**config.mk**
```make
export PLATFORM = sky130hd
export DESIGN_NAME = fault_req_detector
export DESIGN_NICKNAME = d
export VERILOG_FILES = /design/src/rtl/frd_pkg.sv /design/src/rtl/frd_sync.sv /design/src/rtl/frd_prescale.sv /design/src/rtl/frd_filter.sv /design/src/rtl/frd_csr.sv /design/src/rtl/fault_req_detector.sv
export SDC_FILE = /design/constraint.sdc
export NUM_CORES = 1
export LEC_CHECK = 0
export ABC_AREA = 1
export CAP_MARGIN = 20
export CORE_ASPECT_RATIO = 1.75
export CORE_MARGIN = 8
export CORE_UTILIZATION = 56
export CTS_BUF_LIST = sky130_fd_sc_hd__clkbuf_8
export DETAILED_ROUTE_END_ITERATION = 7
export PLACE_DENSITY = 0.81
export SYNTH_ARGS = -nofsm -noshare
export SYNTH_HDL_FRONTEND = slang
export SYNTH_SLANG_ARGS = --single-unit
```
**constraint.sdc**
```tcl
create_clock -name clk -period 1.6 [get_ports clk]
set_input_delay 0.24 -clock clk [delete_from_list [all_inputs] [get_ports clk]]
set_output_delay 0.24 -clock clk [all_outputs]
set_load 0.05 [all_outputs]
```
**src/rtl/frd_pkg.sv**
```systemverilog
`timescale 1ns/1ps
package frd_pkg;

   typedef enum logic [1:0] {
      DET_EDGE  = 2'b00,
      DET_SLOW0 = 2'b01,
      DET_SLOW1 = 2'b10,
      DET_SLOW2 = 2'b11
   } det_mode_e;

   localparam int MODE_W = 2;
   localparam int N_RATE = 3;

endpackage

```
**src/rtl/frd_sync.sv**
```systemverilog
`timescale 1ns/1ps
module frd_sync #(
   parameter int         W      = 4,
   parameter int         STAGES = 2,
   parameter logic       RST_V  = 1'b1
) (
   input  logic         clk,
   input  logic         rst_n,
   input  logic [W-1:0] d_async,
   output logic [W-1:0] q_sync
);

   if (STAGES < 2) begin : g_bad_stages
      $error("frd_sync: STAGES must be at least 2");
   end

   logic [W-1:0] chain [STAGES];

   for (genvar s = 0; s < STAGES; s++) begin : g_stage
      always_ff @(posedge clk or negedge rst_n) begin
         if (!rst_n) begin
            chain[s] <= {W{RST_V}};
         end else if (s == 0) begin
            chain[s] <= d_async;
         end else begin
            chain[s] <= chain[(s == 0) ? 0 : s-1];
         end
      end
   end

   assign q_sync = chain[STAGES-1];

endmodule

```
**src/rtl/frd_prescale.sv**
```systemverilog
`timescale 1ns/1ps
module frd_prescale #(
   parameter int DIV0 = 8,
   parameter int DIV1 = 16,
   parameter int DIV2 = 128
) (
   input  logic       clk,
   input  logic       rst_n,
   output logic [2:0] tick
);

   localparam int CW = $clog2(DIV2);
   localparam int L0 = $clog2(DIV0);
   localparam int L1 = $clog2(DIV1);
   localparam int L2 = $clog2(DIV2);

   if ((1 << L0) != DIV0 || (1 << L1) != DIV1 || (1 << L2) != DIV2) begin : g_bad_pow2
      $error("frd_prescale: divisors must be powers of two");
   end
   if (!(DIV0 >= 2 && DIV0 <= DIV1 && DIV1 <= DIV2)) begin : g_bad_order
      $error("frd_prescale: divisors must be ascending and at least 2");
   end

   logic [CW-1:0] cnt;

   always_ff @(posedge clk or negedge rst_n) begin
      if (!rst_n) cnt <= '0;
      else        cnt <= cnt + 1'b1;
   end

   // one-cycle enables: each fires when its low-order slice wraps
   assign tick[0] = &cnt[L0-1:0];
   assign tick[1] = &cnt[L1-1:0];
   assign tick[2] = &cnt[L2-1:0];

endmodule

```
**src/rtl/frd_filter.sv**
```systemverilog
`timescale 1ns/1ps
module frd_filter
   import frd_pkg::*;
#(
   parameter int SAMPLES = 16
) (
   input  logic              clk,
   input  logic              rst_n,
   input  logic              din,
   input  logic [MODE_W-1:0] mode,
   input  logic [N_RATE-1:0] tick,
   output logic              accept
);

   localparam int CW = $clog2(SAMPLES + 1);

   if (SAMPLES < 2) begin : g_bad_samples
      $error("frd_filter: SAMPLES must be at least 2");
   end

   det_mode_e     m;
   logic          prev;
   logic          smp_en;
   logic [CW-1:0] lo_cnt;
   logic          edge_hit;
   logic          level_hit;

   assign m = det_mode_e'(mode);

   always_comb begin
      unique case (m)
         DET_SLOW0: smp_en = tick[0];
         DET_SLOW1: smp_en = tick[1];
         DET_SLOW2: smp_en = tick[2];
         default:   smp_en = 1'b0;
      endcase
   end

   always_ff @(posedge clk or negedge rst_n) begin
      if (!rst_n) prev <= 1'b1;
      else        prev <= din;
   end

   // low-sample counter saturates at SAMPLES so a held-low line fires once
   always_ff @(posedge clk or negedge rst_n) begin
      if (!rst_n) begin
         lo_cnt <= '0;
      end else if (m == DET_EDGE) begin
         lo_cnt <= '0;
      end else if (smp_en) begin
         if (din)                            lo_cnt <= '0;
         else if (lo_cnt != CW'(SAMPLES))    lo_cnt <= lo_cnt + 1'b1;
      end
   end

   assign edge_hit  = (m == DET_EDGE) && prev && !din;
   assign level_hit = smp_en && !din && (lo_cnt == CW'(SAMPLES - 1));
   assign accept    = edge_hit || level_hit;

endmodule

```
**src/rtl/frd_csr.sv**
```systemverilog
`timescale 1ns/1ps
module frd_csr
   import frd_pkg::*;
#(
   parameter int N_CH  = 4,
   parameter int REG_W = 16
) (
   input  logic                     clk,
   input  logic                     rst_n,
   input  logic                     bus_sel,
   input  logic                     bus_wr,
   input  logic [REG_W-1:0]         bus_wdata,
   output logic [REG_W-1:0]         bus_rdata,
   input  logic [N_CH-1:0]          accept,
   output logic [N_CH*MODE_W-1:0]   modes,
   output logic                     int_en,
   output logic [N_CH-1:0]          flags,
   output logic [N_CH-1:0]          rd_mark,
   output logic                     mode_lock
);

   localparam int MODE_BITS = N_CH * MODE_W;
   localparam int IE_BIT    = MODE_BITS;
   localparam int FLAG_LSB  = REG_W - N_CH;

   if (IE_BIT >= FLAG_LSB) begin : g_bad_layout
      $error("frd_csr: register too narrow for the channel count");
   end

   logic            wr_stb;
   logic            rd_stb;
   logic [N_CH-1:0] clr_ok;

   assign wr_stb = bus_sel && bus_wr;
   assign rd_stb = bus_sel && !bus_wr;

   for (genvar c = 0; c < N_CH; c++) begin : g_clr
      assign clr_ok[c] = wr_stb && !bus_wdata[FLAG_LSB + c] && rd_mark[c] && flags[c];
   end

   always_ff @(posedge clk or negedge rst_n) begin
      if (!rst_n) begin
         modes     <= '0;
         mode_lock <= 1'b0;
         int_en    <= 1'b0;
      end else if (wr_stb) begin
         int_en <= bus_wdata[IE_BIT];
         if (!mode_lock) begin
            modes     <= bus_wdata[MODE_BITS-1:0];
            mode_lock <= 1'b1;
         end
      end
   end

   for (genvar c = 0; c < N_CH; c++) begin : g_flag
      always_ff @(posedge clk or negedge rst_n) begin
         if (!rst_n) begin
            flags[c]   <= 1'b0;
            rd_mark[c] <= 1'b0;
         end else begin
            // a fresh request outranks a clear in the same cycle
            if (accept[c])      flags[c] <= 1'b1;
            else if (clr_ok[c]) flags[c] <= 1'b0;

            if (clr_ok[c] && !accept[c])  rd_mark[c] <= 1'b0;
            else if (rd_stb && flags[c])  rd_mark[c] <= 1'b1;
         end
      end
   end

   always_comb begin
      bus_rdata                            = '0;
      bus_rdata[MODE_BITS-1:0]             = modes;
      bus_rdata[IE_BIT]                    = int_en;
      bus_rdata[FLAG_LSB +: N_CH]          = flags;
   end

endmodule

```
**src/rtl/fault_req_detector.sv**
```systemverilog
`timescale 1ns/1ps
module fault_req_detector
   import frd_pkg::*;
#(
   parameter int N_CH        = 4,
   parameter int REG_W       = 16,
   parameter int SAMPLES     = 16,
   parameter int SYNC_STAGES = 2,
   parameter int DIV0        = 8,
   parameter int DIV1        = 16,
   parameter int DIV2        = 128
) (
   input  logic             clk,
   input  logic             rst_n,
   input  logic             bus_sel,
   input  logic             bus_wr,
   input  logic [REG_W-1:0] bus_wdata,
   output logic [REG_W-1:0] bus_rdata,
   input  logic [N_CH-1:0]  fault_n,
   output logic [N_CH-1:0]  hiz_req,
   output logic             irq
);

   localparam int MODE_BITS = N_CH * MODE_W;

   if (N_CH < 1) begin : g_bad_nch
      $error("fault_req_detector: need at least one channel");
   end

   logic [N_CH-1:0]      fault_s;
   logic [N_RATE-1:0]    tick;
   logic [N_CH-1:0]      accept;
   logic [MODE_BITS-1:0] modes;
   logic                 int_en;
   logic [N_CH-1:0]      flags;
   logic [N_CH-1:0]      rd_mark;
   logic                 mode_lock;

   frd_sync #(
      .W      (N_CH),
      .STAGES (SYNC_STAGES),
      .RST_V  (1'b1)
   ) u_sync (
      .clk     (clk),
      .rst_n   (rst_n),
      .d_async (fault_n),
      .q_sync  (fault_s)
   );

   frd_prescale #(
      .DIV0 (DIV0),
      .DIV1 (DIV1),
      .DIV2 (DIV2)
   ) u_presc (
      .clk   (clk),
      .rst_n (rst_n),
      .tick  (tick)
   );

   for (genvar c = 0; c < N_CH; c++) begin : g_ch
      frd_filter #(
         .SAMPLES (SAMPLES)
      ) u_filt (
         .clk    (clk),
         .rst_n  (rst_n),
         .din    (fault_s[c]),
         .mode   (modes[c*MODE_W +: MODE_W]),
         .tick   (tick),
         .accept (accept[c])
      );
   end

   frd_csr #(
      .N_CH  (N_CH),
      .REG_W (REG_W)
   ) u_csr (
      .clk       (clk),
      .rst_n     (rst_n),
      .bus_sel   (bus_sel),
      .bus_wr    (bus_wr),
      .bus_wdata (bus_wdata),
      .bus_rdata (bus_rdata),
      .accept    (accept),
      .modes     (modes),
      .int_en    (int_en),
      .flags     (flags),
      .rd_mark   (rd_mark),
      .mode_lock (mode_lock)
   );

   assign hiz_req = flags;
   assign irq     = int_en && (|flags);

endmodule

```
==> run summary <==
Cell row count -> 34
CTS max path bufs -> 2
Max IR drop VDD -> 1.23 mV
Worst hold stages -> 1
Diodes inserted -> 0
Vias post-DR -> 2226
Internal power -> 2790 uW
Layout cells sized above 1 -> 21.4%
Initial Util -> 58.3%
R2r setup slk -> 0.12 ns
WHS Endpoint -> u_sync.chain[7]$_DFF_PN1_
Worst Reg-to-Reg Cells -> 8
Core area -> 4980 um^2
PortBufs -> 38
H-tree depth -> 3
# Max-Cap Violations -> 0
Clk_skew -> 0.0118 ns
Switching power -> 1380 uW
# setup viols final -> 0
Overall power -> 4160 uW
RSZ-0062 raised after global routing -> no
Clk sinks -> 57
Worst Path Required -> 1.36 ns
Seq/Total Area, Yosys -> 49.6%
Total GRT Usage -> 16.4%
Worst Min Path Start -> fault_n[3]
Commonest non-fill, non-tap cell in the layout -> nand2_1
Final period utilization -> 95.6%
Num CTS Buffers -> 9
Status -> finished clean
Final hold vios -> 0
R2R Path End -> u_csr.rd_mark[3]$_DFFE_PN0P_
PwrDens -> 1160 nW/um^2
Critical path class -> flop to primary output
GP Congestion -> 0.804
Number of global-route vias before repair -> 2325
P&R area growth vs syn -> 23.2%
Post-route ant nets -> 0
Placed wire-length estimate -> 4.36 mm
Clk_lat worst skew -> 0.34 ns
Post-CTS setup buffers -> 0
Antenna violations before repair -> 0
Via/cell ratio -> 5.25
DRT Pass-1 Iters -> 4
GRT Residual Overflow -> 0
Mean post-synth cell area -> 9.16 um^2
Wire length per cell -> 14.1 um
DIE AREA -> 7840 um^2
Drc violations -> 0
Comb power frac -> 25.1%
Initial DRC count -> 124
Critical R2R Launch -> u_presc.cnt[0]$_DFF_PN0_
Yosys reg bits -> 57
CTS tree -> yes
Pins Over Slew Limit -> 0
CP Launch Type -> flop
Final TNS setup -> 0 ns
Chip Height -> 111 um
Final net count -> 403
Worst-path fanout max -> 4
Sw Share -> 33.1%
Fin crit period -> 1.53 ns
Commonest cells after routing, fill and taps aside -> nand2_1, inv_1, dfrtp_1
Largest net degree at the start of global routing -> 58
I/O pin total -> 45
Die W -> 70.4 um
Critical Path End Type -> primary output
Leakage -> 0.00170 uW
Clock root cell -> clkbuf_8
Cell Area, Synth -> 2900 um^2
Final WL -> 5.99 mm
Part of the power in registers -> 40.1%
Min-Delay Path Class -> input pin to flop
Yosys cell types -> 29
Worst-path clk slew -> 0.06 ns
Worst Path Arrival -> 1.29 ns
First-pass GRT wire length -> 10.4 mm
Maximum clock frequency -> 654 MHz
Clk pwr share -> 34.8%
Post-Syn Instances -> 317
Yosys warning count -> 0
[synth_stat cells]
cell type	instances	area, um^2
nand3_1	36	180
nand4_1	10	62.6
mux2_4	2	30.0
o21ai_1	18	90.1
nand2_4	4	45.0
inv_1	46	173
a21oi_1	5	25.0
mux2_2	2	22.5
xor2_1	5	43.8
dfstp_2	12	315
nand3b_1	1	7.51
ha_1	14	175
o21ai_2	2	17.5
nand3_2	5	50.1
a41oi_1	1	8.76
nor2_2	1	6.26
nor4_2	4	50.1
o211ai_1	4	30.0
dfrtp_1	45	1130
buf_6	1	11.3
nor2_1	29	109
nand2_2	1	6.26
buf_4	8	60.1
or2_2	4	25.0
xnor2_1	1	8.76
nand2_1	53	199
conb_1	1	3.75
nand3_4	1	17.5
nor3_1	1	5.00
[what timing repair did]
| action | 4_1_cts | 5_1_grt |
|---|---|---|
| hold endpoints to repair | 45 | 0 |
| hold buffers | 1 | 0 |
| resized for setup | 0 | 2 |
| endpoints found under the setup margin | 0 | 26 |
[power groups by stage]
stage          Sequential [uW]  Clock, uW  Combinational, uW
2_1_floorplan             1820          0                597
3_3_place_gp              1690          0               1040
3_5_place_dp              1700          0               1050
4_1_cts                   1670       1470               1060
5_1_grt                   1680       1540               1110
6_report                  1670       1450               1050
[per-layer routing]
metal	part of all wire [%]	GRT usage (%)
met1	40	17.9
met2	53	28.1
met3	4.9	4.21
met4	2.2	8.09
met5	0	0
[sequential cells by signal (all words and copies together) (netlist names)]
register	count
u_sync.chain	4
g_ch.u_filt.prev	4
u_csr.rd_mark	4
u_csr.mode_lock	1
u_csr.bus_rdata	4
g_ch.u_filt.lo_cnt	20
u_sync.q_sync	4
u_presc.cnt	7
u_csr.modes	8
u_csr.int_en	1
[critical path: stages (launching register included)]
cell and delay, ns:
dfrtp_1 0.40, inv_1 0.12, a41oi_4 0.27, buf_12 0.17
[area by class of cell]
type	count	area, um^2
fill	360	1400
inverter	46	173
timing repair buffer	44	428
tap	54	67.6
clock inverter	7	86.3
sequential	57	1440
clock buffer	9	124
multi-input combinational	207	1260
[cell families (layout without fill, tap and decap cells)]
group,count (synthesis),in the layout,synth area share [%]
flops,57,57,49.6
xor+xnor,6,6,1.81
compound gates,30,30,5.90
fa+ha+maj,14,14,6.03
buf+inv,55,106,8.40
other cells,1,3,0.129
simple gates,150,150,26.3
mux,4,4,1.81
[how the worst max path moves through the flow]
stage,cells after the start,from,slack [ns],end
final,3,u_csr.bus_rdata[14]$_DFFE_PN0P_,0.07,irq
after global routing,3,u_csr.bus_rdata[14]$_DFFE_PN0P_,0.004,irq
after CTS,3,u_csr.bus_rdata[14]$_DFFE_PN0P_,0.05,irq
after detailed placement,7,bus_sel,0.006,u_csr.rd_mark[0]$_DFFE_PN0P_
after global placement,7,bus_sel,0.06,u_csr.rd_mark[1]$_DFFE_PN0P_
after floorplan,2,u_csr.bus_rdata[14]$_DFFE_PN0P_,0.06,irq
[through the flow]
step	instances	utilization, %	instance area (um^2)	hold slack, ns	setup WS [ns]
floorplan	319	-	2930	-0.0556	0.0645
global placement	407	67.2	3340	0.258	0.0627
detailed placement	407	67.2	3340	0.263	0.00640
CTS	424	71.6	3560	0.302	0.0488
global route	424	71.9	3580	0.297	0.00408
finish	424	71.9	3580	0.314	0.0708
No activity file was read; power rests on OpenSTA's default activity.
